$ cat config.mk
export PLATFORM = sky130hd
export DESIGN_NAME = wpost_bridge
export DESIGN_NICKNAME = d
export VERILOG_FILES = /design/src/rtl/wpost_pkg.sv /design/src/rtl/wpost_queue.sv /design/src/rtl/wpost_hazard.sv /design/src/rtl/wpost_bridge.sv
export SDC_FILE = /design/constraint.sdc
export NUM_CORES = 1
export LEC_CHECK = 0
export ABC_AREA = 1
export BUFFER_PORTS_ARGS = -buffer_cell sky130_fd_sc_hd__buf_2
export CELL_PAD_IN_SITES_DETAIL_PLACEMENT = 1
export CELL_PAD_IN_SITES_GLOBAL_PLACEMENT = 1
export CORE_ASPECT_RATIO = 0.7
export CORE_MARGIN = 4
export CORE_UTILIZATION = 40
export DETAILED_ROUTE_END_ITERATION = 8
export PLACE_DENSITY = 0.88
export SKIP_LAST_GASP = 1
export SLEW_MARGIN = 20
export SYNTH_ARGS = -nofsm -noshare
export SYNTH_HDL_FRONTEND = slang
export SYNTH_SLANG_ARGS = --single-unit
$ cat constraint.sdc
create_clock -name clk -period 2.35 [get_ports clk]
set_input_delay 0.3525 -clock clk [delete_from_list [all_inputs] [get_ports clk]]
set_output_delay 0.3525 -clock clk [all_outputs]
set_load 0.02 [all_outputs]
$ cat src/rtl/wpost_pkg.sv
package wpost_pkg;
    typedef enum logic [1:0] {
        DS_IDLE = 2'd0,
        DS_WRQ  = 2'd1,
        DS_WRNB = 2'd2,
        DS_RD   = 2'd3
    } ds_state_t;
endpackage

$ cat src/rtl/wpost_queue.sv
module wpost_queue #(
    parameter int AW    = 8,
    parameter int DW    = 16,
    parameter int DEPTH = 4
) (
    input  logic                clk,
    input  logic                rst_n,
    input  logic                push,
    input  logic [AW-1:0]       push_addr,
    input  logic [DW-1:0]       push_data,
    input  logic                pop,
    output logic [AW-1:0]       head_addr,
    output logic [DW-1:0]       head_data,
    output logic                empty,
    output logic                full,
    output logic [DEPTH-1:0]    slot_vld,
    output logic [DEPTH*AW-1:0] slot_addr
);
    localparam int PW = (DEPTH > 1) ? $clog2(DEPTH) : 1;

    logic [PW-1:0] wr_ptr, rd_ptr;
    logic [AW-1:0] a_mem [DEPTH];
    logic [DW-1:0] d_mem [DEPTH];

    always_ff @(posedge clk or negedge rst_n) begin
        if (!rst_n) begin
            wr_ptr   <= '0;
            rd_ptr   <= '0;
            slot_vld <= '0;
        end else begin
            if (push) wr_ptr <= wr_ptr + 1'b1;
            if (pop)  rd_ptr <= rd_ptr + 1'b1;
            for (int i = 0; i < DEPTH; i++) begin
                if (push && wr_ptr == PW'(i))
                    slot_vld[i] <= 1'b1;
                else if (pop && rd_ptr == PW'(i))
                    slot_vld[i] <= 1'b0;
            end
        end
    end

    always_ff @(posedge clk) begin
        if (push) begin
            a_mem[wr_ptr] <= push_addr;
            d_mem[wr_ptr] <= push_data;
        end
    end

    for (genvar g = 0; g < DEPTH; g++) begin : g_slot
        assign slot_addr[g*AW +: AW] = a_mem[g];
    end

    assign head_addr = a_mem[rd_ptr];
    assign head_data = d_mem[rd_ptr];
    assign empty     = ~|slot_vld;
    assign full      = &slot_vld;


    no_overflow_chk: assert property (@(posedge clk) disable iff (!rst_n)
        push |-> !full);


    no_underflow_chk: assert property (@(posedge clk) disable iff (!rst_n)
        pop |-> !empty);
endmodule

$ cat src/rtl/wpost_hazard.sv
module wpost_hazard #(
    parameter int AW    = 8,
    parameter int DEPTH = 4
) (
    input  logic [DEPTH-1:0]    slot_vld,
    input  logic [DEPTH*AW-1:0] slot_addr,
    input  logic [AW-1:0]       probe_addr,
    input  logic                drain_mode,
    output logic                hit_any,
    output logic                hold
);
    logic [DEPTH-1:0] hit;

    for (genvar g = 0; g < DEPTH; g++) begin : g_cmp
        assign hit[g] = slot_vld[g] && (slot_addr[g*AW +: AW] == probe_addr);
    end

    always_comb begin
        hit_any = |hit;
        hold    = drain_mode ? (|slot_vld) : hit_any;
    end
endmodule

$ cat src/rtl/wpost_bridge.sv
module wpost_bridge
    import wpost_pkg::*;
#(
    parameter int ADDR_W = 8,
    parameter int DATA_W = 16,
    parameter int QDEPTH = 4
) (
    input  logic              clk,
    input  logic              rst_n,
    input  logic              hz_mode,
    input  logic              wr_valid,
    output logic              wr_ready,
    input  logic [ADDR_W-1:0] wr_addr,
    input  logic [DATA_W-1:0] wr_data,
    input  logic              wr_buf,
    output logic              bresp_valid,
    input  logic              bresp_ready,
    input  logic              rd_valid,
    output logic              rd_ready,
    input  logic [ADDR_W-1:0] rd_addr,
    output logic              rresp_valid,
    input  logic              rresp_ready,
    output logic [DATA_W-1:0] rresp_data,
    output logic              dn_req,
    output logic              dn_we,
    output logic [ADDR_W-1:0] dn_addr,
    output logic [DATA_W-1:0] dn_wdata,
    input  logic              dn_ack,
    input  logic [DATA_W-1:0] dn_rdata
);
    ds_state_t state_q, state_d;

    logic              nb_held_q, rd_held_q;
    logic [ADDR_W-1:0] nb_addr_q, rd_addr_q;
    logic [DATA_W-1:0] nb_data_q;

    logic                     q_push, q_pop, q_empty, q_full;
    logic [ADDR_W-1:0]        q_head_addr;
    logic [DATA_W-1:0]        q_head_data;
    logic [QDEPTH-1:0]        q_vld;
    logic [QDEPTH*ADDR_W-1:0] q_addrs;
    logic                     rd_hit_any, rd_hold;

    logic wr_fire, rd_fire, done_wrq, done_wrnb, done_rd;

    assign wr_ready  = !bresp_valid && !nb_held_q && !rd_held_q && !q_full;
    assign rd_ready  = !rd_held_q && !rresp_valid;
    assign wr_fire   = wr_valid && wr_ready;
    assign rd_fire   = rd_valid && rd_ready;
    assign q_push    = wr_fire && wr_buf;
    assign done_wrq  = (state_q == DS_WRQ)  && dn_ack;
    assign done_wrnb = (state_q == DS_WRNB) && dn_ack;
    assign done_rd   = (state_q == DS_RD)   && dn_ack;
    assign q_pop     = done_wrq;

    wpost_queue #(.AW(ADDR_W), .DW(DATA_W), .DEPTH(QDEPTH)) queue_i (
        .clk       (clk),
        .rst_n     (rst_n),
        .push      (q_push),
        .push_addr (wr_addr),
        .push_data (wr_data),
        .pop       (q_pop),
        .head_addr (q_head_addr),
        .head_data (q_head_data),
        .empty     (q_empty),
        .full      (q_full),
        .slot_vld  (q_vld),
        .slot_addr (q_addrs)
    );

    wpost_hazard #(.AW(ADDR_W), .DEPTH(QDEPTH)) hazard_i (
        .slot_vld   (q_vld),
        .slot_addr  (q_addrs),
        .probe_addr (rd_addr_q),
        .drain_mode (hz_mode),
        .hit_any    (rd_hit_any),
        .hold       (rd_hold)
    );

    // next-state logic
    always_comb begin
        state_d = state_q;
        unique case (state_q)
            DS_IDLE: begin
                if (rd_held_q && !rd_hold) state_d = DS_RD;
                else if (!q_empty)         state_d = DS_WRQ;
                else if (nb_held_q)        state_d = DS_WRNB;
            end
            DS_WRQ, DS_WRNB, DS_RD: begin
                if (dn_ack) state_d = DS_IDLE;
            end
            default: state_d = DS_IDLE;
        endcase
    end

    // state register and held requests
    always_ff @(posedge clk or negedge rst_n) begin
        if (!rst_n) begin
            state_q     <= DS_IDLE;
            bresp_valid <= 1'b0;
            nb_held_q   <= 1'b0;
            nb_addr_q   <= '0;
            nb_data_q   <= '0;
            rd_held_q   <= 1'b0;
            rd_addr_q   <= '0;
            rresp_valid <= 1'b0;
            rresp_data  <= '0;
        end else begin
            state_q <= state_d;
            if (q_push || done_wrnb)               bresp_valid <= 1'b1;
            else if (bresp_valid && bresp_ready)   bresp_valid <= 1'b0;
            if (wr_fire && !wr_buf) begin
                nb_held_q <= 1'b1;
                nb_addr_q <= wr_addr;
                nb_data_q <= wr_data;
            end else if (done_wrnb) begin
                nb_held_q <= 1'b0;
            end
            if (rd_fire) begin
                rd_held_q <= 1'b1;
                rd_addr_q <= rd_addr;
            end else if (done_rd) begin
                rd_held_q <= 1'b0;
            end
            if (done_rd) begin
                rresp_valid <= 1'b1;
                rresp_data  <= dn_rdata;
            end else if (rresp_valid && rresp_ready) begin
                rresp_valid <= 1'b0;
            end
        end
    end

    // downstream outputs
    always_comb begin
        dn_req   = 1'b0;
        dn_we    = 1'b0;
        dn_addr  = '0;
        dn_wdata = '0;
        unique case (state_q)
            DS_IDLE: ;
            DS_WRQ: begin
                dn_req   = 1'b1;
                dn_we    = 1'b1;
                dn_addr  = q_head_addr;
                dn_wdata = q_head_data;
            end
            DS_WRNB: begin
                dn_req   = 1'b1;
                dn_we    = 1'b1;
                dn_addr  = nb_addr_q;
                dn_wdata = nb_data_q;
            end
            DS_RD: begin
                dn_req  = 1'b1;
                dn_addr = rd_addr_q;
            end
            default: ;
        endcase
    end


    req_hold_chk: assert property (@(posedge clk) disable iff (!rst_n)
        dn_req && !dn_ack |=> dn_req && $stable(dn_we) && $stable(dn_addr) && $stable(dn_wdata));


    rdata_hold_chk: assert property (@(posedge clk) disable iff (!rst_n)
        rresp_valid && !rresp_ready |=> rresp_valid && $stable(rresp_data));


    rd_no_hit_chk: assert property (@(posedge clk) disable iff (!rst_n)
        $rose(dn_req) && !dn_we |-> !rd_hit_any);


    drain_first_chk: assert property (@(posedge clk) disable iff (!rst_n)
        $rose(dn_req) && !dn_we && $past(hz_mode) |-> q_empty);


    nb_after_drain_chk: assert property (@(posedge clk) disable iff (!rst_n)
        (state_q == DS_WRNB) |-> q_empty);


    no_wr_during_rd_chk: assert property (@(posedge clk) disable iff (!rst_n)
        rd_held_q |-> !q_push);
endmodule

==> metrics, run 1 <==
outcome finished, final reports clean; minimum clock period 2289 ps; M3 GR Usage 0.06157; DR vias/cell 5.268; setup slack, reg-to-reg 380 ps; Final Wtd Congestion 0.8874; final hold vios 0; vias in the first global route 6288; kind of critical path reg -> out; clock buffer depth 2; max-cap check violation count 0; FF+latch count, synth 158; Min-Delay Path Class in -> reg; # port buffers 102; FF-to-FF path depth 6; Clk network pwr share 0.228; synthesized area 7143 sq um; first-pass GRT wire length 34820 um; power share of the combinational group 0.443; # rows 40; Worst IR Drop VDD 0.6938 mV; antenna-violating nets left 0; Finished Layout Cells 1109; family with the most delay on the worst path buffers and inverters; arrival time at the worst endpoint 1940 ps; switching part of the total 0.4193; # H-tree levels 4; slowest library cell on the worst path dfrtp_1; Max-slew headroom 0.5706; Area Overhead vs Synth 25.66%; Root Buffer clkbuf_16; Initial DRT Pass Iterations 5; final worst-path setup slack 61.21 ps; ANT cells 0; reg-to-reg endpoint queue_i.d_mem[3][6]; Worst Path Required 2000 ps; via count 5842; RSZ-0062 raised after global routing true; met1 Usage GRT 0.2969; Synth Area per Inst 9.666 sq um; Initial Utilization 0.4125; Clock Sinks 158; busiest grt layer met2; largest net degree at the start of global routing 41; CTS tree yes; Initial DRC Count 448; Worst Path Max Fanout 10; DR WL/cell 20.97 um; measured slew at the worst slew-check pin 644.1 ps; post-place setup slack 418.9 ps; fin crit share 0.9740; total congestion overflow 0; Core Box Area 17320 sq um; post-synthesis sequential area ratio 0.6208; M2 GR Usage 0.3661; die width 167.7 um; CP bufs+invs 3; syn nets 808; io pins 103; Int Pwr 7.075 mW; NumNets Final 934; Cell Pwr Density 1357 nW/um^2; wirelength, routed 23260 um; Hold Crit Start dn_rdata[15]; Die Y 119.8 um; Worst Skew 11.21 ps; Syn. warnings 0; Tot GR Track Use 0.2263; cell count of the worst hold path 3; sequential cell fraction of total power 0.329; reg2reg start queue_i.slot_vld[3]; Cell variety after synth 32; die area 20090 sq um; Reg clk slew, reported paths 70 ps; CP peak stage delay 400 ps; hold endpoint rresp_data[15]; Mapped Cells 739; Final setup viols 0; Skew-Pair Late Insertion Delay 440 ps; Placed Cells 1063; fmax 0.4369 GHz; Pleak 3.967 nW; initial antenna violation count 0; Critical Path End Type output port; Switch Pwr 5.109 mW; CTS buffer count 17; DRC errors left 0; cells along the critical path inv_1 > buf_4 > o21ai_0 > o22ai_1 > nand2_1 > a21oi_1 > buf_2; fin util 0.5184; element type at the critical path start register; post-DP HPWL 15100 um; share of post-route cells with drive strength above 1 0.2437; Slew Viols, Final 0
## worst max path at each step
stage / endpoint / startpoint / slack, ps / cells past startpoint
after floorplan: queue_i.a_mem[0][0] / bresp_valid / -110 / 4
after global placement: dn_wdata[13] / state_q[0] / 500 / 6
after detailed placement: queue_i.d_mem[3][6] / queue_i.slot_vld[2] / 420 / 6
after CTS: dn_addr[2] / state_q[0] / -20 / 8
after global routing: dn_wdata[10] / queue_i.rd_ptr[1] / -60 / 7
final: dn_wdata[4] / queue_i.rd_ptr[1] / 60 / 7
## cells in the mapped netlist, drive strengths merged
| library cell | count | area [sq um] |
|---|---|---|
| a221oi | 1 | 8.760 |
| or2 | 1 | 6.260 |
| buf | 13 | 91.34 |
| o211ai | 1 | 7.510 |
| inv | 73 | 274.0 |
| nand3 | 12 | 60.06 |
| ha | 12 | 150.1 |
| a21boi | 1 | 7.510 |
| a21oi | 49 | 249.0 |
| o22ai | 16 | 100.1 |
| clkbuf | 21 | 80.07 |
| nand4 | 1 | 6.260 |
| nand3b | 1 | 20.02 |
| o21ai | 93 | 484.2 |
| dfrtp | 62 | 1551 |
| xor2 | 3 | 26.28 |
| edfxtp | 96 | 2883 |
| nor2 | 84 | 315.3 |
| nor4 | 3 | 48.80 |
| xnor2 | 7 | 61.31 |
| nand2 | 189 | 711.9 |
## worst min-delay path, cell delays in order
cell and delay (ps):
buf_2 80, nand2_1 40, nand2_1 40
## cell families (layout without fill, tap and decap cells)
| family | after synthesis | in the layout | share of synthesized area |
|---|---|---|---|
| simple gates | 291 | 291 | 0.1636 |
| compound gates | 161 | 161 | 0.1200 |
| flops | 158 | 158 | 0.6208 |
| buf+inv | 107 | 246 | 0.06236 |
| fa+ha+maj | 12 | 12 | 0.02102 |
| xor+xnor | 10 | 10 | 0.01226 |
## per-stage QoR
step,total power [mW],cell area [sq um],TNS [ps],hold WS (ps)
2_1_floorplan,6.776,7153,-10630,56.91
3_3_place_gp,8.274,8044,0,381.5
3_5_place_dp,8.538,8044,0,388.6
4_1_cts,11.50,8683,-44.20,84.99
5_1_grt,12.85,8976,-258.7,91.38
6_report,12.18,8976,0,103.2
## state kept, by name (all words and copies together), names as in the netlist, 2 cells and up
signal            flops
queue_i.rd_ptr        2
state_q               2
queue_i.slot_vld      4
rd_addr_q             8
nb_data_q            16
queue_i.a_mem        32
queue_i.d_mem        64
nb_addr_q             8
rresp_data           16
queue_i.wr_ptr        2
## per-layer routing
layer  part of all wire  wire length [um]  vias up
li1                   -                 -     2695
met1               0.43             10090     2905
met2               0.48             11160      209
met3              0.066              1537       33
met4              0.021               478        0
met5                  0                 0        -
## timing repair
action                                 CTS  global route
pin swaps                                0             4
endpoints found under the hold margin   22             0
setup endpoints to repair               11            23
gates cloned                             0             3
hold buffers                             1             0
resized for setup                        3            49
setup buffers                            3             7
## power by group through the flow
stage,Sequential (mW),Combinational (mW),Clock [mW]
2_1_floorplan,4.07,2.71,0
3_3_place_gp,3.98,4.29,0
3_5_place_dp,4.02,4.52,0
4_1_cts,3.97,4.74,2.79
5_1_grt,4.07,5.84,2.95
6_report,4.01,5.40,2.78
## layout by cell type (no fill, tap or decap), types with 7 or more instances in the layout
| cell | n |
|---|---|
| o21ai_1 | 15 |
| xnor2_1 | 7 |
| buf_4 | 32 |
| ha_1 | 9 |
| dfrtp_1 | 61 |
| o21ai_0 | 72 |
| buf_12 | 9 |
| a21oi_1 | 38 |
| inv_1 | 61 |
| nand3_1 | 12 |
| edfxtp_1 | 96 |
| inv_2 | 10 |
| clkbuf_16 | 22 |
| nand2_1 | 188 |
| a21oi_2 | 11 |
| buf_2 | 91 |
| o22ai_1 | 15 |
| nor2_1 | 80 |
## layout make-up
class	instances	area, sq um
well taps	231	289.0
fillers	2021	8341
multi-input cells	474	2365
inverters	73	282.8
repair buffers	141	1021
flip-flops and latches	158	4436
clock inverters	11	90.09
clock buffers	21	493.0
Note: power is estimated with default switching activity, not from simulation.
==> run 2: changes to the inputs <==
CORE_UTILIZATION = 45   (was 40)
PLACE_DENSITY = 0.93   (was 0.88)
clock period = 2.7 ns   (was 2.35 ns; I/O delays follow)
==> run 2 against run 1 <==
  * Power shrank 14%
  * Largest power group unchanged
  * Sequential power shrank 12%
  * Sequential cell count is the same
  * Clock-buffer cell count grew 8
  * Wire length grew 8.0%
  * Largest cell class unchanged
==> metrics, run 2 (synthesis results as in run 1) <==
Largest register FFs 64 (unchanged); Cell Pwr Density 1205 nW/um^2 (-11%); fmax 0.3822 GHz; via count 6134 (+5.0%); # rows 38 (-5.0%); max-cap check violation count 0 (unchanged); post-place setup slack 383.2 ps (-35.78 ps); share of post-route cells with drive strength above 1 0.2053 (-0.03840); most common cell after layout, fill and taps aside nand2_1; Initial DRT Pass Iterations 5 (unchanged); Fillers 1730 (-14%); DRC errors left 0 (unchanged); clock buffer depth 2 (unchanged); Clock Sinks 158 (unchanged); Pleak 3.880 nW (-2.2%); Initial Utilization 0.4594 (+0.04694); Worst Path Required 2300 ps (+300 ps); outcome finished, final reports clean; die area 17990 sq um (-10%); Die Y 113.4 um (-5.3%); first-pass GRT wire length 38390 um (+10%); final worst-path setup slack 83.80 ps (+22.59 ps); Core Box Area 15550 sq um (-10%); FF-to-FF path depth 7 (+1); Area Overhead vs Synth 21.33%; antenna-violating nets left 0 (unchanged); Most flops, register queue_i.d_mem; Max-slew headroom 0.4123 (-0.1583); vias in the first global route 6601 (+5.0%); ANT cells 0 (unchanged); Slew Viols, Final 0 (unchanged); Final Wtd Congestion 0.8743 (-1.5%); total congestion overflow 0 (unchanged); Final setup viols 0 (unchanged); measured slew at the worst slew-check pin 873.5 ps (+229.3 ps); fin util 0.5575 (+0.03911); Worst IR Drop VDD 0.5856 mV (-16%); DR WL/cell 23.65 um (+13%); initial antenna violation count 0 (unchanged); Largest regs queue_i.d_mem x64, queue_i.a_mem x32; CTS buffer count 17 (unchanged); arrival time at the worst endpoint 2210 ps (+270 ps); wirelength, routed 25120 um (+8.0%); die width 158.6 um (-5.4%); io pins 103 (unchanged); worst hold slack 161.1 ps (+57.90 ps); kind of critical path reg -> out; setup slack, reg-to-reg 380 ps (about the same); reg2reg start queue_i.slot_vld[3]; Worst Path Max Fanout 23 (+13); element type at the critical path start register; largest net degree at the start of global routing 50 (+22%); most frequent cells in the layout nand2_1, buf_2, edfxtp_1, nor2_1, o21ai_0; Critical Path End Type output port; NumNets Final 918 (-1.7%); Tot GR Track Use 0.2893 (+0.06299); Skew-Pair Late Insertion Delay 430 ps (about the same); Reg clk slew, reported paths 60 ps (about the same); crit path to dn_addr[1]; DR vias/cell 5.776 (+9.6%); CTS tree yes; minimum clock period 2616 ps; crit path launch queue_i.rd_ptr[0]; RSZ-0062 raised after global routing false; Root Buffer clkbuf_16; Initial DRC Count 549 (+23%); # port buffers 102 (unchanged); # H-tree levels 4 (unchanged); Worst Skew 10.11 ps (-1.102 ps); reg-to-reg endpoint queue_i.d_mem[0][8]; Min-Delay Path Class in -> reg; fin crit share 0.9690; final hold vios 0 (unchanged); post-DP HPWL 15610 um (+3.4%)
[run 2: changes by cell type in the layout (fill, tap and decap cells not counted), sizes merged]
cell      delta
clkbuf       +5
inv          -6
clkinv       -2
bufinv       +1
clkinvlp     -1
buf         -13
[run 2: how the worst min path moves through the flow]
stage | slack (ps) | endpoint | startpoint | depth (start not counted)
2_1_floorplan | 110 | bresp_valid | rst_n | 0
5_1_grt | 150 | rresp_data[9] | dn_rdata[9] | 3
6_report | 160 | rresp_data[3] | dn_rdata[3] | 3
3_5_place_dp | 390 | rd_addr_q[3] | rst_n | 1
4_1_cts | 150 | rresp_data[6] | dn_rdata[6] | 3
3_3_place_gp | 380 | rd_addr_q[3] | rst_n | 1
[run 2: area by class of cell]
| class | count | area (sq um) | area share |
|---|---|---|---|
| repair buffers | 125 | 710.7 | 0.08200 |
| flip-flops and latches | 158 | 4434 | 0.5116 |
| inverters | 73 | 277.8 | 0.03205 |
| clock inverters | 3 | 45.04 | 0.005197 |
| multi-input cells | 474 | 2298 | 0.2652 |
| clock buffers | 29 | 650.6 | 0.07507 |
| well taps | 200 | 250.2 | 0.02887 |
[run 2: worst max-delay path, stage by stage, from the launching register on]
cell,delay (ps)
dfrtp_1,420
inv_1,120
buf_4,330
a21oi_1,110
o21ai_0,120
a21boi_0,170
a221oi_1,240
nor2_1,70
buf_2,190
[run 2: repair_timing]
action / in CTS / in global routing
setup buffers: 0 / 2
hold endpoints to repair: 16 / 0
hold buffers: 1 / 0
endpoints found under the setup margin: 16 / 10
cloned: 0 / 0
resized for setup: 1 / 4
[run 2: metrics by stage]
stage	TNS (ps)	cells	power, mW	cell area [sq um]
after detailed placement	0	1027	7.404	7918
after global placement	0	1027	7.097	7918
after floorplan	-14770	739	5.892	7143
final	0	1062	10.45	8667
after global routing	0	1062	10.94	8667
after CTS	0	1060	10.33	8626
[run 2: power breakdown]
| group | total, mW | internal [mW] | switching [mW] |
|---|---|---|---|
| Clock | 2.78 | 1.75 | 1.04 |
| Sequential | 3.53 | 3.08 | 0.449 |
| Combinational | 4.14 | 1.25 | 2.89 |
| Total | 10.4 | 6.07 | 4.38 |
[run 2: metal layers]
| metal | part of all wire | global-route usage | vias to the layer above |
|---|---|---|---|
| met5 | 0 | 0 | - |
| met4 | 0.042 | 0.1352 | 0 |
| met3 | 0.083 | 0.07736 | 86 |
| met2 | 0.48 | 0.4638 | 351 |
| met1 | 0.40 | 0.3680 | 3037 |
| li1 | - | - | 2660 |
